**src/rtl/branch_ptr_commit.sv**
```systemverilog
module branch_ptr_commit #(
  parameter int OP_W    = 9,
  parameter int SEG_W   = 15,
  parameter int RING_W  = 3,
  parameter int WORD_W  = 18,
  parameter int BIT_W   = 6,
  parameter int NPR     = 8,
  parameter logic [8:0] OP_SPLIT = 9'o273,
  localparam int IDX_W  = $clog2(NPR),
  localparam int BASE_W = SEG_W - RING_W
) (
  input  logic              clk,
  input  logic              rst_n,
  input  logic              commit,
  input  logic [OP_W-1:0]   opcode,
  input  logic              is_xfer,
  input  logic              is_save,
  input  logic              is_call,
  input  logic              seg_mode,
  input  logic [RING_W-1:0] eff_ring,
  input  logic [RING_W-1:0] cur_ring,
  input  logic [SEG_W-1:0]  cur_seg,
  input  logic [SEG_W-1:0]  tgt_seg,
  input  logic [WORD_W-1:0] word_addr,
  input  logic [WORD_W-1:0] ic,
  input  logic [BASE_W-1:0] stack_base,
  input  logic              desc_priv,
  output logic              pr_we,
  output logic [IDX_W-1:0]  pr_idx,
  output logic              pr_seg_we,
  output logic [SEG_W-1:0]  pr_seg,
  output logic [RING_W-1:0] pr_ring,
  output logic [WORD_W-1:0] pr_word,
  output logic [BIT_W-1:0]  pr_bit,
  output logic              pp_we,
  output logic              pp_ring_we,
  output logic [RING_W-1:0] pp_ring,
  output logic [SEG_W-1:0]  pp_seg,
  output logic [WORD_W-1:0] pp_ic,
  output logic              pp_priv,
  input  logic [IDX_W-1:0]  rd_idx,
  output logic [SEG_W-1:0]  rd_seg,
  output logic [RING_W-1:0] rd_ring,
  output logic [WORD_W-1:0] rd_word,
  output logic [BIT_W-1:0]  rd_bit
);

  logic [SEG_W-1:0]  seg_q  [NPR];
  logic [RING_W-1:0] ring_q [NPR];
  logic [WORD_W-1:0] word_q [NPR];
  logic [BIT_W-1:0]  bit_q  [NPR];

  wire do_call = commit && is_call;
  wire do_save = commit && is_xfer && is_save && !is_call;
  wire do_xfer = commit && (is_xfer || is_call);

  wire [IDX_W-1:0] save_idx = (opcode <= OP_SPLIT) ? IDX_W'(opcode[1:0])
                                                   : IDX_W'(opcode[1:0]) + IDX_W'(4);
  wire [SEG_W-1:0] stk_seg = (eff_ring == cur_ring) ? seg_q[NPR-2]
                                                     : {stack_base, eff_ring};

  assign pr_we     = do_call || do_save;
  assign pr_idx    = do_call ? IDX_W'(NPR-1) : save_idx;
  assign pr_seg_we = do_call || (do_save && seg_mode);
  assign pr_seg    = do_call ? stk_seg : cur_seg;
  assign pr_ring   = do_call ? eff_ring : cur_ring;
  assign pr_word   = do_call ? '0 : ic + WORD_W'(1);
  assign pr_bit    = '0;

  assign pp_we      = do_xfer;
  assign pp_ring_we = do_call;
  assign pp_ring    = eff_ring;
  assign pp_seg     = tgt_seg;
  assign pp_ic      = word_addr;
  assign pp_priv    = (eff_ring == '0) ? desc_priv : 1'b0;

  assign rd_seg  = seg_q[rd_idx];
  assign rd_ring = ring_q[rd_idx];
  assign rd_word = word_q[rd_idx];
  assign rd_bit  = bit_q[rd_idx];

  always_ff @(posedge clk or negedge rst_n) begin
    if (!rst_n) begin
      for (int k = 0; k < NPR; k++) begin
        seg_q[k]  <= '0;
        ring_q[k] <= '0;
        word_q[k] <= '0;
        bit_q[k]  <= '0;
      end
    end else if (pr_we) begin
      if (pr_seg_we) seg_q[pr_idx] <= pr_seg;
      ring_q[pr_idx] <= pr_ring;
      word_q[pr_idx] <= pr_word;
      bit_q[pr_idx]  <= pr_bit;
    end
  end

  a_r2_read_quiet: assert property (@(posedge clk) disable iff (!rst_n)
    (!commit || (!is_xfer && !is_call)) |-> (!pr_we && !pp_we && !pp_ring_we));

  a_r3_low_index: assert property (@(posedge clk) disable iff (!rst_n)
    (pr_we && !is_call && opcode <= OP_SPLIT) |-> (pr_idx < IDX_W'(4)));

  a_r7_priv_outer: assert property (@(posedge clk) disable iff (!rst_n)
    (pp_we && eff_ring != '0) |-> !pp_priv);

  a_r9_stack_word: assert property (@(posedge clk) disable iff (!rst_n)
    do_call |=> (word_q[NPR-1] == '0 && bit_q[NPR-1] == '0));

  a_r10_call_ring: assert property (@(posedge clk) disable iff (!rst_n)
    do_call |=> (ring_q[NPR-1] == $past(eff_ring)));

endmodule

```
**config.mk**
```make
export PLATFORM = sky130hd
export DESIGN_NAME = branch_ptr_commit
export DESIGN_NICKNAME = d
export VERILOG_FILES = /design/src/rtl/branch_ptr_commit.sv
export SDC_FILE = /design/constraint.sdc
export NUM_CORES = 1
export LEC_CHECK = 0
export BUFFER_PORTS_ARGS = -buffer_cell sky130_fd_sc_hd__clkbuf_2
export CAP_MARGIN = 25
export CORE_MARGIN = 2
export CORE_UTILIZATION = 55
export DETAILED_ROUTE_END_ITERATION = 10
export PLACE_DENSITY = 0.76
export SLEW_MARGIN = 10
export SYNTH_ARGS = -nofsm -noshare
export SYNTH_HDL_FRONTEND = slang
export SYNTH_SLANG_ARGS = --single-unit
```
**constraint.sdc**
```tcl
create_clock -name clk -period 5.7 [get_ports clk]
set_clock_uncertainty 0.15 [all_clocks]
set_input_delay 1.71 -clock clk [delete_from_list [all_inputs] [get_ports clk]]
set_output_delay 1.71 -clock clk [all_outputs]
set_load 0.02 [all_outputs]
```
Yosys cells after proc, flatten, opt, wreduce, memory -nomap -nowiden
Cells that the tools add are included.
{"block": "op_classes", "add_sub_neg": 2, "n_lt_le_gt_ge": 4, "n_eq_ne": 1, "mux": 30, "n_bitwise": 4, "reduce_logical": 13}
{"cell": "$bwmux 144", "count": 1}
{"cell": "$bwmux 120", "count": 1}
{"cell": "$mux 15", "count": 5}
{"cell": "$mux 18", "count": 4}
{"cell": "$bmux 18 s3", "count": 1}
{"cell": "$demux 18 s3", "count": 1}
{"cell": "$and 48x48->48", "count": 1}
{"cell": "$not 48->48", "count": 1}
{"cell": "$bmux 15 s3", "count": 1}
{"cell": "$demux 15 s3", "count": 1}
{"cell": "$bwmux 24", "count": 1}
{"cell": "$add 18x1->18 const B", "count": 1}
{"cell": "$bmux 6 s3", "count": 1}
{"cell": "$demux 6 s3", "count": 1}
{"cell": "$mux 3", "count": 6}
{"cell": "$mux 6", "count": 3}
{"cell": "$bmux 3 s3", "count": 1}
{"cell": "$demux 3 s3", "count": 1}
{"cell": "$le 9x8->1 const B", "count": 1}
{"cell": "$ge 4x4->1 const B", "count": 2}
{"cell": "$not 3->4", "count": 2}
{"cell": "$logic_and 1x1->1", "count": 7}
{"cell": "$lt 4x1->1 const B", "count": 1}
{"cell": "$add 2x3->3 const B", "count": 1}
{"cell": "other kinds (6)", "count": 8}
{"block": "word_totals", "ff_bits": 336, "inputBits": 104, "output_inout_bits": 128}

Longest topological paths before layout
{"block": "depth", "depth_word": 10, "depth_mapped": 8, "mapped_depth_nobuf": 5}

Least setup slack after synthesis
No wires, ideal clock.
{"block": "synth_timing", "path_type": "input -> output", "startpoint": "in rd_idx[0]", "endpoint": "out rd_word[11]", "t_arrival_ps": 3243, "required_time_ps": 3840, "setup_slack_ps": 597, "path_stages": 4, "path_buffers": 2, "path_cell_list": "clkbuf_1 > buf_2 > mux4_2 > mux2_2"}
{"block": "synth_via", "elab_chain_len": 4}
{"element": "from (decl)", "line": "41", "source": "input logic [IDX_W-1:0] rd_idx,"}
{"element": "$not 3->4 (implied by the code)", "line": "79", "source": "assign rd_word = word_q[rd_idx];"}
{"element": "$bmux 18 s3", "line": "79"}
{"element": "$mux 18 (implied by the code) (2 in a row)", "line": "79"}
{"element": "to (decl)", "line": "44", "source": "output logic [WORD_W-1:0] rd_word,"}
Every way passes these cells. The select of a mux whose other input is x is not followed.

Worst setup path after layout
{"block": "layout_timing", "startpoint": "in ic[0]", "endpoint": "out pr_word[12]"}
{"block": "layout_via", "elab_chain_len": 2}
{"element": "from (decl)", "line": "25", "source": "input logic [WORD_W-1:0] ic,"}
{"element": "$add 18x1->18", "line": "67", "source": "assign pr_word = do_call ? '0 : ic + WORD_W'(1);"}
{"element": "$mux 18", "line": "67"}
{"element": "to (decl)", "line": "33", "source": "output logic [WORD_W-1:0] pr_word,"}
Every way passes these cells.

==> impl_metrics.prom <==
# TYPE chip_impl_metric gauge
chip_impl_metric{name="timing.hold.ws",unit="ns"} 0.3285
chip_impl_info{name="synth_commonest_cells",value="336 x dfrtp_1, 312 x mux2_2, 84 x mux4_2"} 1
chip_impl_info{name="crit_path_launch_type",value="primary input"} 1
chip_impl_info{name="critical_path_class",value="primary input to output port"} 1
chip_impl_metric{name="static-leakage-power",unit="nW"} 8.936
chip_impl_metric{name="irDropWorstVdd",unit="mV"} 0.2807
chip_impl_metric{name="antenna_found_initial",unit=""} 1
chip_impl_metric{name="netSwitchingFraction",unit=""} 0.2530
chip_impl_metric{name="maximum_number_of_pins_on_one_net_before_global_route_repair",unit=""} 108
chip_impl_metric{name="port_buffers",unit=""} 159
chip_impl_info{name="synth_area_leader_cell",value="dfrtp_1"} 1
chip_impl_metric{name="final-setup-viol-count",unit=""} 0
chip_impl_metric{name="maxClockFrequency",unit="MHz"} 191.1
chip_impl_metric{name="cts_made_buffers",unit=""} 36
chip_impl_metric{name="postRouteAntennaNets",unit=""} 0
chip_impl_metric{name="worst_path_largest_cell_delay",unit="ns"} 0.33
chip_impl_info{name="critical-path-top-cell-by-count",value="clkbuf_2"} 1
chip_impl_metric{name="clock_insertion_delay_at_the_later_pin_of_the_skew_report",unit="ns"} 0.51
chip_impl_metric{name="drv.max_cap_violation_count",unit=""} 0
chip_impl_metric{name="totalNegativeSetupSlack",unit="ns"} 0
chip_impl_metric{name="post-cts-setup-buffers",unit=""} 0
chip_impl_metric{name="layout_worst_path_cycle_share",unit=""} 0.9182
chip_impl_metric{name="power_density",unit="nW/um2"} 322.2
chip_impl_metric{name="p_comb_frac",unit=""} 0.156
chip_impl_metric{name="routedWlPerCell",unit="um"} 23.19
chip_impl_metric{name="vias_per_cell",unit=""} 6.097
chip_impl_info{name="rsz0062_at_grt",value="no"} 1
chip_impl_metric{name="clk_pin_slew",unit="ns"} 0.06
chip_impl_info{name="tritoncts_clock_tree",value="built"} 1
chip_impl_metric{name="yosys.cell_types.count",unit=""} 60
chip_impl_metric{name="global_route.overflow_total",unit=""} 0
chip_impl_metric{name="initial_utilization",unit=""} 0.5557
chip_impl_info{name="run_status",value="completed"} 1
chip_impl_info{name="synthFlopType",value="dfrtp_1"} 1
chip_impl_metric{name="clock_tree.buffer_depth",unit=""} 3
chip_impl_metric{name="synth.avg_cell_area",unit="um2"} 14.63
chip_impl_metric{name="num_io_pins",unit=""} 232
chip_impl_metric{name="cts.sink_count",unit=""} 336
chip_impl_info{name="synth.most_common_cell",value="dfrtp_1"} 1
chip_impl_metric{name="dieArea",unit="um2"} 31270
chip_impl_metric{name="synth_async_sr_flop_share",unit=""} 1.000
chip_impl_metric{name="synth_top_area_share",unit=""} 0.5118
chip_impl_metric{name="critical_path.max_fanout",unit=""} 8
chip_impl_metric{name="internal_cell_power",unit="W"} 0.004537
chip_impl_metric{name="post_cts.resized_instances",unit=""} 0
chip_impl_metric{name="die_height",unit="um"} 176.8
chip_impl_info{name="hold_path.class",value="flip-flop to flip-flop"} 1
chip_impl_info{name="slowest_stage",value="ha_1"} 1
chip_impl_metric{name="worstMarginPinSlew",unit="ns"} 0.9822
chip_impl_metric{name="design.core.area",unit="um2"} 29560
chip_impl_metric{name="power_frac_seq",unit=""} 0.460
chip_impl_metric{name="layout.nets",unit=""} 1383
chip_impl_metric{name="holdBufCountCts",unit=""} 0
chip_impl_metric{name="clkPwrFrac",unit=""} 0.384
chip_impl_metric{name="synth_seq_area_share",unit=""} 0.5118
chip_impl_metric{name="yosysWarnings",unit=""} 0
chip_impl_metric{name="grt_util_all_layers",unit=""} 0.2599
chip_impl_metric{name="synthesis.instances",unit=""} 1123
chip_impl_metric{name="max-slew-margin-rel",unit=""} 0.3401
chip_impl_metric{name="num_vias",unit=""} 10340
chip_impl_metric{name="final-hold-violation-count",unit=""} 0
chip_impl_metric{name="first_pass_iters",unit=""} 8
chip_impl_metric{name="dp_hpwl",unit="mm"} 25.35
chip_impl_metric{name="grt_pass1_vias",unit=""} 10930
chip_impl_metric{name="syn_to_layout_area_delta",unit="%"} 14.76
chip_impl_metric{name="drt_iter0_drc",unit=""} 612
chip_impl_metric{name="grt_pass1_wl",unit="mm"} 62.18
chip_impl_metric{name="switching_power",unit="W"} 0.001537
chip_impl_info{name="crit_chain",value="clkbuf_2 > ha_1 > inv_1 > nor4_2 > xor2_1 > and2_1 > clkbuf_2"} 1
chip_impl_info{name="cts.root.buffer_cell",value="clkbuf_16"} 1
chip_impl_metric{name="final_layout_size_suffix_gt1_frac",unit=""} 0.5429
chip_impl_metric{name="htree_num_levels",unit=""} 2
chip_impl_metric{name="rrSetupSlack",unit="ns"} 4.13
chip_impl_metric{name="layout.core_utilization",unit=""} 0.6378
chip_impl_metric{name="placement_rows",unit=""} 63
chip_impl_metric{name="crit_required",unit="ns"} 3.84
chip_impl_metric{name="totalWireLength",unit="mm"} 39.31
chip_impl_metric{name="min_period",unit="ns"} 5.234
chip_impl_metric{name="netlist_area",unit="um2"} 16430
chip_impl_metric{name="synthesis_stage_register_bit_count",unit=""} 336
chip_impl_info{name="netlist_top_cells_area",value="dfrtp_1 51%, mux2_2 21%, mux4_2 12%"} 1
chip_impl_info{name="crit_path_end_kind",value="output port"} 1
chip_impl_metric{name="fp.dieW",unit="um"} 176.8
chip_impl_metric{name="synth_edf_count",unit=""} 0
chip_impl_metric{name="p_total",unit="W"} 0.006074
chip_impl_metric{name="crit_arrival",unit="ns"} 3.37
chip_impl_metric{name="gp_congestion",unit=""} 0.8394
chip_impl_metric{name="timing.final.max_slew_violations",unit=""} 0
chip_impl_metric{name="post_detailed_route_drc_marker_count",unit=""} 0
==> layout make-up <==
cell class | instances | area, um2
Multi-Input combinational cell | 675 | 7347
Clock inverter | 11 | 130.1
Timing Repair Buffer | 223 | 1408
Tap cell | 390 | 488.0
Sequential cell | 336 | 8408
Antenna cell | 1 | 2.502
Clock buffer | 53 | 1046
Fill cell | 2180 | 10710
Inverter | 6 | 22.52
==> flip-flops by register name, summed over array words and instances, names as in the netlist <==
signal  flops
seg_q     120
ring_q     24
word_q    144
bit_q      48
==> metal layers <==
layer,vias up,global-route usage,part of all wire
met1,5471,0.3585,0.42
met2,327,0.4334,0.50
met5,-,0,0
met3,59,0.03544,0.056
li1,4478,-,-
met4,0,0.07851,0.021
==> cells by family (layout without fill, tap and decap cells) <==
group / count (synthesis) / after routing / share of synthesized area
buffers and inverters: 117 / 293 / 0.04296
adders and majority gates: 1 / 1 / 0.0007616
and+or+nand+nor: 175 / 175 / 0.06718
other: 1 / 7 / 0.0002283
DFF: 336 / 336 / 0.5118
muxes: 399 / 399 / 0.3311
AOI/OAI and AO/OA: 79 / 79 / 0.03793
xor gates and xnor gates: 15 / 15 / 0.007997
==> final timing paths <==
check,start,endpoint,cells after the start
min in group asynchronous,rst_n,seg_q[52],1
max in group asynchronous,rst_n,bit_q[44],2
max,ic[0],pr_word[12],7
max reg2reg,seg_q[28],seg_q[13],3
min,bit_q[1],bit_q[1],1
min reg2reg,bit_q[1],bit_q[1],1
==> layout by cell type (no fill, tap or decap), types with 4 or more instances in the layout <==
| cell | instances |
|---|---|
| dfrtp_1 | 336 |
| mux2_2 | 312 |
| clkbuf_2 | 156 |
| mux4_2 | 84 |
| buf_4 | 56 |
| nor2b_1 | 41 |
| clkbuf_16 | 37 |
| nor2_1 | 26 |
| and2_1 | 20 |
| o31ai_1 | 19 |
| nand4_1 | 18 |
| nand2_1 | 17 |
| a31oi_1 | 14 |
| nand3_1 | 12 |
| xor2_1 | 11 |
| a31oi_2 | 10 |
| clkbuf_1 | 10 |
| buf_12 | 9 |
| clkinv_2 | 8 |
| a21oi_1 | 7 |
| a22o_1 | 6 |
| conb_1 | 6 |
| clkbuf_8 | 6 |
| inv_1 | 5 |
| or4_1 | 5 |
| a21oi_2 | 5 |
| and3_1 | 5 |
| nor4_2 | 4 |
| xnor2_1 | 4 |
==> power by group through the flow <==
stage	Sequential (W)	Combinational, W	Clock, W
finish	0.00279	0.000949	0.00233
global route	0.00282	0.00102	0.00248
CTS	0.00279	0.000957	0.00238
detailed placement	0.00283	0.000953	0
global placement	0.00281	0.000926	0
floorplan	0.00278	0.000694	0
==> metrics by stage <==
stage	setup slack, ns	std cells	instance area [um2]
final	0.4662	1695	18850
after detailed placement	0.4529	1629	17650
after global routing	0.3570	1695	18850
after floorplan	0.5972	1128	16450
after global placement	0.4753	1629	17650
after CTS	0.4436	1693	18830
==> worst max-delay path: cells and delay by family <==
kind	cells	cell delay, ns
fa+ha+maj	1	0.33
simple gates	2	0.50
buf+inv	3	0.54
xor+xnor	1	0.29
Power figures use the tool's default switching activity.
